<file path="src/rtl/i2cs_pkg.sv">
package i2cs_pkg;

    localparam int unsigned REGS   = 8;
    localparam int unsigned DW     = 8;
    localparam int unsigned ADDR_W = 7;
    localparam int unsigned PTR_W  = $clog2(REGS);
    localparam int unsigned CNT_W  = $clog2(DW + 1);

    typedef enum logic [3:0] {
        ST_IDLE,
        ST_ADDR,
        ST_ADDR_ACK,
        ST_SUB,
        ST_SUB_ACK,
        ST_WDAT,
        ST_WDAT_ACK,
        ST_RDAT,
        ST_RDAT_ACK
    } i2cs_state_e;

    typedef struct packed {
        logic rise;
        logic fall;
        logic start;
        logic stop;
    } bus_ev_t;

    // saturating pointer advance: the last register repeats
    function automatic logic [PTR_W-1:0] ptr_adv(input logic [PTR_W-1:0] p);
        return (p == PTR_W'(REGS - 1)) ? p : p + 1'b1;
    endfunction

    function automatic logic sub_valid(input logic [DW-1:0] b);
        return 32'(b) < REGS;
    endfunction

endpackage

</file>
<file path="src/rtl/i2cs_filter.sv">
module i2cs_filter #(
    parameter int unsigned LEN = 3
) (
    input  logic clk,
    input  logic rst,
    input  logic raw_i,
    output logic clean_o
);
    logic [1:0]     sync_q;
    logic [LEN-1:0] hist_q;

    always_ff @(posedge clk) begin
        if (rst) begin
            sync_q  <= '1;
            hist_q  <= '1;
            clean_o <= 1'b1;
        end else begin
            sync_q <= {sync_q[0], raw_i};
            hist_q <= {hist_q[LEN-2:0], sync_q[1]};
            if (&hist_q)
                clean_o <= 1'b1;
            else if (~|hist_q)
                clean_o <= 1'b0;
        end
    end
endmodule

</file>
<file path="src/rtl/i2cs_bus_events.sv">
module i2cs_bus_events
    import i2cs_pkg::*;
(
    input  logic    clk,
    input  logic    rst,
    input  logic    scl_i,
    input  logic    sda_i,
    output bus_ev_t ev_o
);
    logic scl_q, sda_q;

    always_ff @(posedge clk) begin
        if (rst) begin
            scl_q <= 1'b1;
            sda_q <= 1'b1;
        end else begin
            scl_q <= scl_i;
            sda_q <= sda_i;
        end
    end

    always_comb begin
        ev_o.rise  = scl_i & ~scl_q;
        ev_o.fall  = ~scl_i & scl_q;
        ev_o.start = scl_i & scl_q & sda_q & ~sda_i;
        ev_o.stop  = scl_i & scl_q & ~sda_q & sda_i;
    end
endmodule

</file>
<file path="src/rtl/i2cs_regbank.sv">
module i2cs_regbank
    import i2cs_pkg::*;
#(
    parameter int unsigned STAT_REGS = 2,
    localparam int unsigned CTRL_REGS = REGS - STAT_REGS
) (
    input  logic                    clk,
    input  logic                    rst,
    input  logic                    wr_en,
    input  logic [PTR_W-1:0]        wr_idx,
    input  logic [DW-1:0]           wr_data,
    input  logic [PTR_W-1:0]        rd_idx,
    output logic [DW-1:0]           rd_data,
    input  logic [STAT_REGS*DW-1:0] status_i,
    output logic [CTRL_REGS*DW-1:0] ctrl_o,
    output logic [CTRL_REGS-1:0]    stb_o
);
    logic [DW-1:0] val [REGS];

    for (genvar i = 0; i < REGS; i++) begin : g_reg
        if (i < STAT_REGS) begin : g_stat
            assign val[i] = status_i[i*DW +: DW];
        end else begin : g_ctl
            localparam int unsigned C = i - STAT_REGS;
            logic [DW-1:0] q;
            logic          s;
            always_ff @(posedge clk) begin
                if (rst) begin
                    q <= '0;
                    s <= 1'b0;
                end else begin
                    s <= wr_en && (wr_idx == PTR_W'(i));
                    if (wr_en && (wr_idx == PTR_W'(i)))
                        q <= wr_data;
                end
            end
            assign val[i]             = q;
            assign ctrl_o[C*DW +: DW] = q;
            assign stb_o[C]           = s;
        end
    end

    assign rd_data = val[rd_idx];
endmodule

</file>
<file path="src/rtl/i2c_regslave.sv">
module i2c_regslave
    import i2cs_pkg::*;
#(
    parameter logic [ADDR_W-1:0] DEV_ADDR  = 7'h4A,
    parameter int unsigned       FILT_LEN  = 3,
    parameter int unsigned       STAT_REGS = 2,
    localparam int unsigned      CTRL_REGS = REGS - STAT_REGS
) (
    input  logic                    clk,
    input  logic                    rst,
    input  logic                    scl_i,
    input  logic                    sda_i,
    output logic                    sda_oe_o,
    input  logic [STAT_REGS*DW-1:0] status_i,
    output logic [CTRL_REGS*DW-1:0] ctrl_o,
    output logic [CTRL_REGS-1:0]    wr_stb_o
);
    localparam logic [CNT_W-1:0] FULL = CNT_W'(DW);

    logic [1:0]       raw, clean;
    bus_ev_t          ev;
    i2cs_state_e      st;
    logic [DW-1:0]    shreg;
    logic [CNT_W-1:0] cnt;
    logic [PTR_W-1:0] ptr;
    logic             rw, nack, wr_en;
    logic [DW-1:0]    rd_data;

    assign raw = {sda_i, scl_i};

    for (genvar g = 0; g < 2; g++) begin : g_line
        i2cs_filter #(.LEN(FILT_LEN)) u_flt (
            .clk(clk), .rst(rst), .raw_i(raw[g]), .clean_o(clean[g])
        );
    end

    i2cs_bus_events u_ev (
        .clk(clk), .rst(rst), .scl_i(clean[0]), .sda_i(clean[1]), .ev_o(ev)
    );

    i2cs_regbank #(.STAT_REGS(STAT_REGS)) u_bank (
        .clk(clk), .rst(rst),
        .wr_en(wr_en), .wr_idx(ptr), .wr_data(shreg),
        .rd_idx(ptr), .rd_data(rd_data),
        .status_i(status_i), .ctrl_o(ctrl_o), .stb_o(wr_stb_o)
    );

    always_ff @(posedge clk) begin
        if (rst) begin
            st       <= ST_IDLE;
            shreg    <= '0;
            cnt      <= '0;
            ptr      <= '0;
            rw       <= 1'b0;
            nack     <= 1'b0;
            sda_oe_o <= 1'b0;
            wr_en    <= 1'b0;
        end else begin
            wr_en <= 1'b0;
            if (ev.stop) begin
                st       <= ST_IDLE;
                sda_oe_o <= 1'b0;
            end else if (ev.start) begin
                st       <= ST_ADDR;
                cnt      <= '0;
                sda_oe_o <= 1'b0;
            end else begin
                unique case (st)
                    ST_ADDR: begin
                        if (ev.rise && cnt != FULL) begin
                            shreg <= {shreg[DW-2:0], clean[1]};
                            cnt   <= cnt + 1'b1;
                        end else if (ev.fall && cnt == FULL) begin
                            if (shreg[DW-1:1] == DEV_ADDR) begin
                                sda_oe_o <= 1'b1;
                                rw       <= shreg[0];
                                st       <= ST_ADDR_ACK;
                            end else begin
                                st <= ST_IDLE;
                            end
                        end
                    end
                    ST_SUB: begin
                        if (ev.rise && cnt != FULL) begin
                            shreg <= {shreg[DW-2:0], clean[1]};
                            cnt   <= cnt + 1'b1;
                        end else if (ev.fall && cnt == FULL) begin
                            if (sub_valid(shreg)) begin
                                sda_oe_o <= 1'b1;
                                ptr      <= shreg[PTR_W-1:0];
                                st       <= ST_SUB_ACK;
                            end else begin
                                st <= ST_IDLE;
                            end
                        end
                    end
                    ST_WDAT: begin
                        if (ev.rise && cnt != FULL) begin
                            shreg <= {shreg[DW-2:0], clean[1]};
                            cnt   <= cnt + 1'b1;
                        end else if (ev.fall && cnt == FULL) begin
                            sda_oe_o <= 1'b1;
                            wr_en    <= 1'b1;
                            st       <= ST_WDAT_ACK;
                        end
                    end
                    ST_ADDR_ACK: begin
                        if (ev.fall) begin
                            cnt <= '0;
                            if (rw) begin
                                shreg    <= rd_data;
                                sda_oe_o <= ~rd_data[DW-1];
                                st       <= ST_RDAT;
                            end else begin
                                sda_oe_o <= 1'b0;
                                st       <= ST_SUB;
                            end
                        end
                    end
                    ST_SUB_ACK: begin
                        if (ev.fall) begin
                            sda_oe_o <= 1'b0;
                            cnt      <= '0;
                            st       <= ST_WDAT;
                        end
                    end
                    ST_WDAT_ACK: begin
                        if (ev.fall) begin
                            sda_oe_o <= 1'b0;
                            cnt      <= '0;
                            ptr      <= ptr_adv(ptr);
                            st       <= ST_WDAT;
                        end
                    end
                    ST_RDAT: begin
                        if (ev.rise) begin
                            cnt <= cnt + 1'b1;
                        end else if (ev.fall) begin
                            if (cnt == FULL) begin
                                sda_oe_o <= 1'b0;
                                st       <= ST_RDAT_ACK;
                            end else begin
                                shreg    <= {shreg[DW-2:0], 1'b0};
                                sda_oe_o <= ~shreg[DW-2];
                            end
                        end
                    end
                    ST_RDAT_ACK: begin
                        if (ev.rise) begin
                            nack <= clean[1];
                            if (!clean[1])
                                ptr <= ptr_adv(ptr);
                        end else if (ev.fall) begin
                            if (nack) begin
                                sda_oe_o <= 1'b0;
                                st       <= ST_IDLE;
                            end else begin
                                shreg    <= rd_data;
                                sda_oe_o <= ~rd_data[DW-1];
                                cnt      <= '0;
                                st       <= ST_RDAT;
                            end
                        end
                    end
                    default: ;
                endcase
            end
        end
    end
endmodule

</file>
<file path="config.mk">
export PLATFORM = sky130hd
export DESIGN_NAME = i2c_regslave
export DESIGN_NICKNAME = d
export VERILOG_FILES = /design/src/rtl/i2cs_pkg.sv /design/src/rtl/i2cs_filter.sv /design/src/rtl/i2cs_bus_events.sv /design/src/rtl/i2cs_regbank.sv /design/src/rtl/i2c_regslave.sv
export SDC_FILE = /design/constraint.sdc
export NUM_CORES = 1
export LEC_CHECK = 0
export CORE_MARGIN = 1.5
export CORE_UTILIZATION = 50
export CTS_BUF_LIST = sky130_fd_sc_hd__clkbuf_4
export DETAILED_ROUTE_END_ITERATION = 8
export MAX_ROUTING_LAYER = met4
export PLACE_DENSITY_LB_ADDON = 0.25
export SYNTH_ARGS = -nofsm -noshare
export SYNTH_HDL_FRONTEND = slang
export SYNTH_HIERARCHICAL = 1
export SYNTH_SLANG_ARGS = --single-unit
export TNS_END_PERCENT = 5
</file>
<file path="constraint.sdc">
create_clock -name clk -period 2.1 [get_ports clk]
set_input_delay 0.42 -clock clk [delete_from_list [all_inputs] [get_ports clk]]
set_output_delay 0.42 -clock clk [all_outputs]
set_load 0.05 [all_outputs]
</file>
==> results.md <==
- CTS sink cnt: 91
- Syn avg cell area: 9.13 um2
- Clock share of power: 36.3%
- Hold path endpoint: u_bank/g_reg[5].g_ctl.q[4]$_SDFFE_PP0P_
- Worst EP arrival: 1.66 ns
- R2r setup slk: 0.08 ns
- Mapped cell area: 4560 um2
- P_leak: 2.71 nW
- Router iterations before antenna repair: 5
- Worst EP required: 1.68 ns
- Vias: 4241
- Final instance area: 5850 um2
- Logic pwr share: 3.6%
- Final Hold Fails: 0
- Crit start category: flop
- Yosys reg bits: 91
- Top cells by area, synth: dfxtp_1, mux4_1, nand2_1
- Total GRT Usage: 27.1%
- Post-Syn Nets: 524
- CP cell instances: clkdlybuf4s50_1
- # IOs: 75
- FMAX: 481 MHz
- # nets final: 618
- HPWL Detailed: 8890 um
- Fin Setup TNS: 0 ns
- Yosys warnings: 6
- Skew-Pair Late Insertion Delay: 0.45 ns
- Pwr dens: 493 nW/um2
- Core area: 8760 um2
- Part of the power in registers: 60.2%
- Row count: 34
- Distinct cells, synth: 69
- Die Wd: 98.5 um
- Minimum clock period: 2.08 ns
- DP Area: 5580 um2
- Most common cell in the netlist: nand2_1
- Worst-path fanout max: 3
- Outcome: complete, no violations
- Total grt overflow: 0
- Vias in the first global route: 4079
- Final setup viols: 0
- EDFF count, synth: 0
- Drt total wl: 12700 um
- Layout cells sized above 1: 15.9%
- Final cell count without fillers: 707
- HP Class: input port to flop
- Initial core utilization: 52.1%
- Sequential-to-total area share from yosys stat: 39.9%
- Buf/Inv on CP: 1
- Post-CTS Setup Inserts: 0
- Synth top area share: 39.9%
- Ys async rst share: 0%
- Hold_sp: rst
- Final ANT Viol Nets: 0
- RSZ-0062 raised after global routing: true
- Routed len/inst: 18.0 um
- Layout overhead on the synthesized area: 28.2%
- Die Ht: 98.5 um
- H-tree levels: 3
- Mapped Cells: 500
- Slowest-stage cell, CP: clkdlybuf4s50_1
- CTS max path bufs: 2
- Max-Slew Margin vs Limit: 63.1%
- Pin count of the biggest net entering global routing: 44
- MaxCap Viol Count: 0
- Crit path max-delay family: buffers and inverters
- Synth Flop Type: dfxtp_1
- Psw: 715 uW
- Crit path largest cell delay: 0.82 ns
- Initial DRC count: 306
- Initial antenna violation count: 0
- Int Pwr: 2.17 mW
- Synth area leader: dfxtp_1
- Period utilisation layout: 98.9%
- Vias/cell: 6.00
- CTS tree: yes
- Worst slew pin tran: 0.552 ns
- Root buf cell: clkbuf_4
- DP Cell Count: 691
- Switching portion of total power: 24.8%
- Clk pin slew, worst setup/hold paths: 0.16 ns
- Setup Skew: 0.0139 ns
- Die Area: 9710 um2
- Hold-fix buffers, CTS: 0
- Capturing point of the worst reg2reg path: cnt[2]$_SDFFE_PP0P_
- Crit. End Element: primary output
- TritonCTS buffer count: 9
- R2r startpoint: st[3]$_SDFFE_PP0P_
- Port bufs: 74
- Hold depth: 2
- Setup Crit Path Kind: flop to primary output
- Ant diodes: 0
- Reg2reg path depth: 6
- Final Max Tran Viols: 0
- DRC violations left: 0
- First-pass GRT wire length: 20400 um
- VDD IR-drop max: 0.000393 V
- Commonest cells post-synth: nand2_1, dfxtp_1, a21oi_1
- Overall Power: 2.89 mW
- Gp weighted congestion: 0.885
worst max path at each step:
| stage | startpoint | end | cells past startpoint |
|---|---|---|---|
| after global placement | status_i[15] | sda_oe_o$_SDFFE_PP0P_ | 6 |
| after detailed placement | status_i[15] | sda_oe_o$_SDFFE_PP0P_ | 6 |
| after CTS | u_bank/g_reg[7].g_ctl.q[5]$_SDFFE_PP0P_ | ctrl_o[45] | 1 |
| after global routing | u_ev/scl_q$_SDFF_PP1_ | cnt[3]$_SDFFE_PP0P_ | 7 |
| final | u_bank/g_reg[3].g_ctl.q[0]$_SDFFE_PP0P_ | ctrl_o[8] | 1 |
| after floorplan | ptr[0]$_SDFFE_PP0P_ | sda_oe_o$_SDFFE_PP0P_ | 7 |
timing repair:
item                       4_1_cts  5_1_grt
setup endpoints to repair       12       53
gates resized for setup          9       47
pin swaps                        0        1
power groups by stage:
stage | clock [mW] | combinational, mW | sequential, mW
finish | 1.05 | 0.104 | 1.74
global route | 1.14 | 0.113 | 1.74
CTS | 1.06 | 0.103 | 1.74
detailed placement | 0 | 0.102 | 1.77
global placement | 0 | 0.101 | 1.77
floorplan | 0 | 0.0459 | 1.77
layout by cell type (no fill, tap or decap), types with 4 or more instances in the layout:
master / n
a211oi_1: 7
a21oi_1: 57
and4b_1: 6
buf_4: 44
clkbuf_4: 9
clkdlybuf4s50_1: 34
dfxtp_1: 84
dfxtp_2: 7
dlygate4sd2_1: 7
dlymetal6s2s_1: 32
ha_1: 4
inv_1: 12
mux2_2: 8
mux2i_1: 13
mux4_1: 16
nand2_1: 110
nand3_1: 4
nand4_1: 4
nand4b_1: 4
nor2_1: 23
nor2b_1: 4
nor3_1: 4
o21ai_0: 12
or2_1: 8
or4_1: 7
area by class of cell:
| class | instances | area (um2) |
|---|---|---|
| Fill cell | 730 | 2910 |
| Multi-Input combinational cell | 360 | 2530 |
| Sequential cell | 91 | 1830 |
| Timing Repair Buffer | 120 | 1170 |
| Tap cell | 108 | 135 |
| Clock inverter | 7 | 80.1 |
| Clock buffer | 9 | 67.6 |
| Inverter | 12 | 45.0 |
stage by stage:
step | setup WS (ns) | utilization (%) | hold WS (ns)
3_3_place_gp | -0.143 | 63.7 | 0.385
5_1_grt | -0.00653 | 66.8 | 0.365
4_1_cts | 0.00137 | 65.3 | 0.349
6_report | 0.0224 | 66.8 | 0.357
2_1_floorplan | 0.0642 | - | 0.383
3_5_place_dp | -0.121 | 63.7 | 0.390
sequential cells by signal, indices dropped and copies added (netlist names), 2 cells and up:
register	cells
st	4
u_bank/g.g_ctl.q	48
ptr	3
g_line.u_flt/hist_q	6
u_bank/g.g_ctl.s	6
g_line.u_flt/sync_q	4
g_line.u_flt/clean_o	2
shreg	8
cnt	4
layer usage:
metal | global-route usage, % | part of all wire [%] | up-vias
li1 | - | - | 1991
met1 | 37.0 | 43 | 2034
met2 | 41.3 | 46 | 197
met3 | 4.33 | 8.5 | 19
met4 | 8.99 | 1.6 | 0
met5 | - | 0 | -
cells by family (layout without fill, tap and decap cells):
| family | count (synthesis) | count (layout) | synth area share [%] |
|---|---|---|---|
| multiplexers | 37 | 37 | 14.0 |
| flip-flops | 91 | 91 | 39.9 |
| AND/OR/NAND/NOR | 206 | 206 | 23.4 |
| AO/OA/AOI/OAI | 112 | 112 | 15.6 |
| XOR/XNOR | 1 | 1 | 0.356 |
| adder cells (fa/ha/maj) | 4 | 4 | 1.10 |
| buffers and inverters | 49 | 148 | 5.62 |
Power figures use the tool's default switching activity.
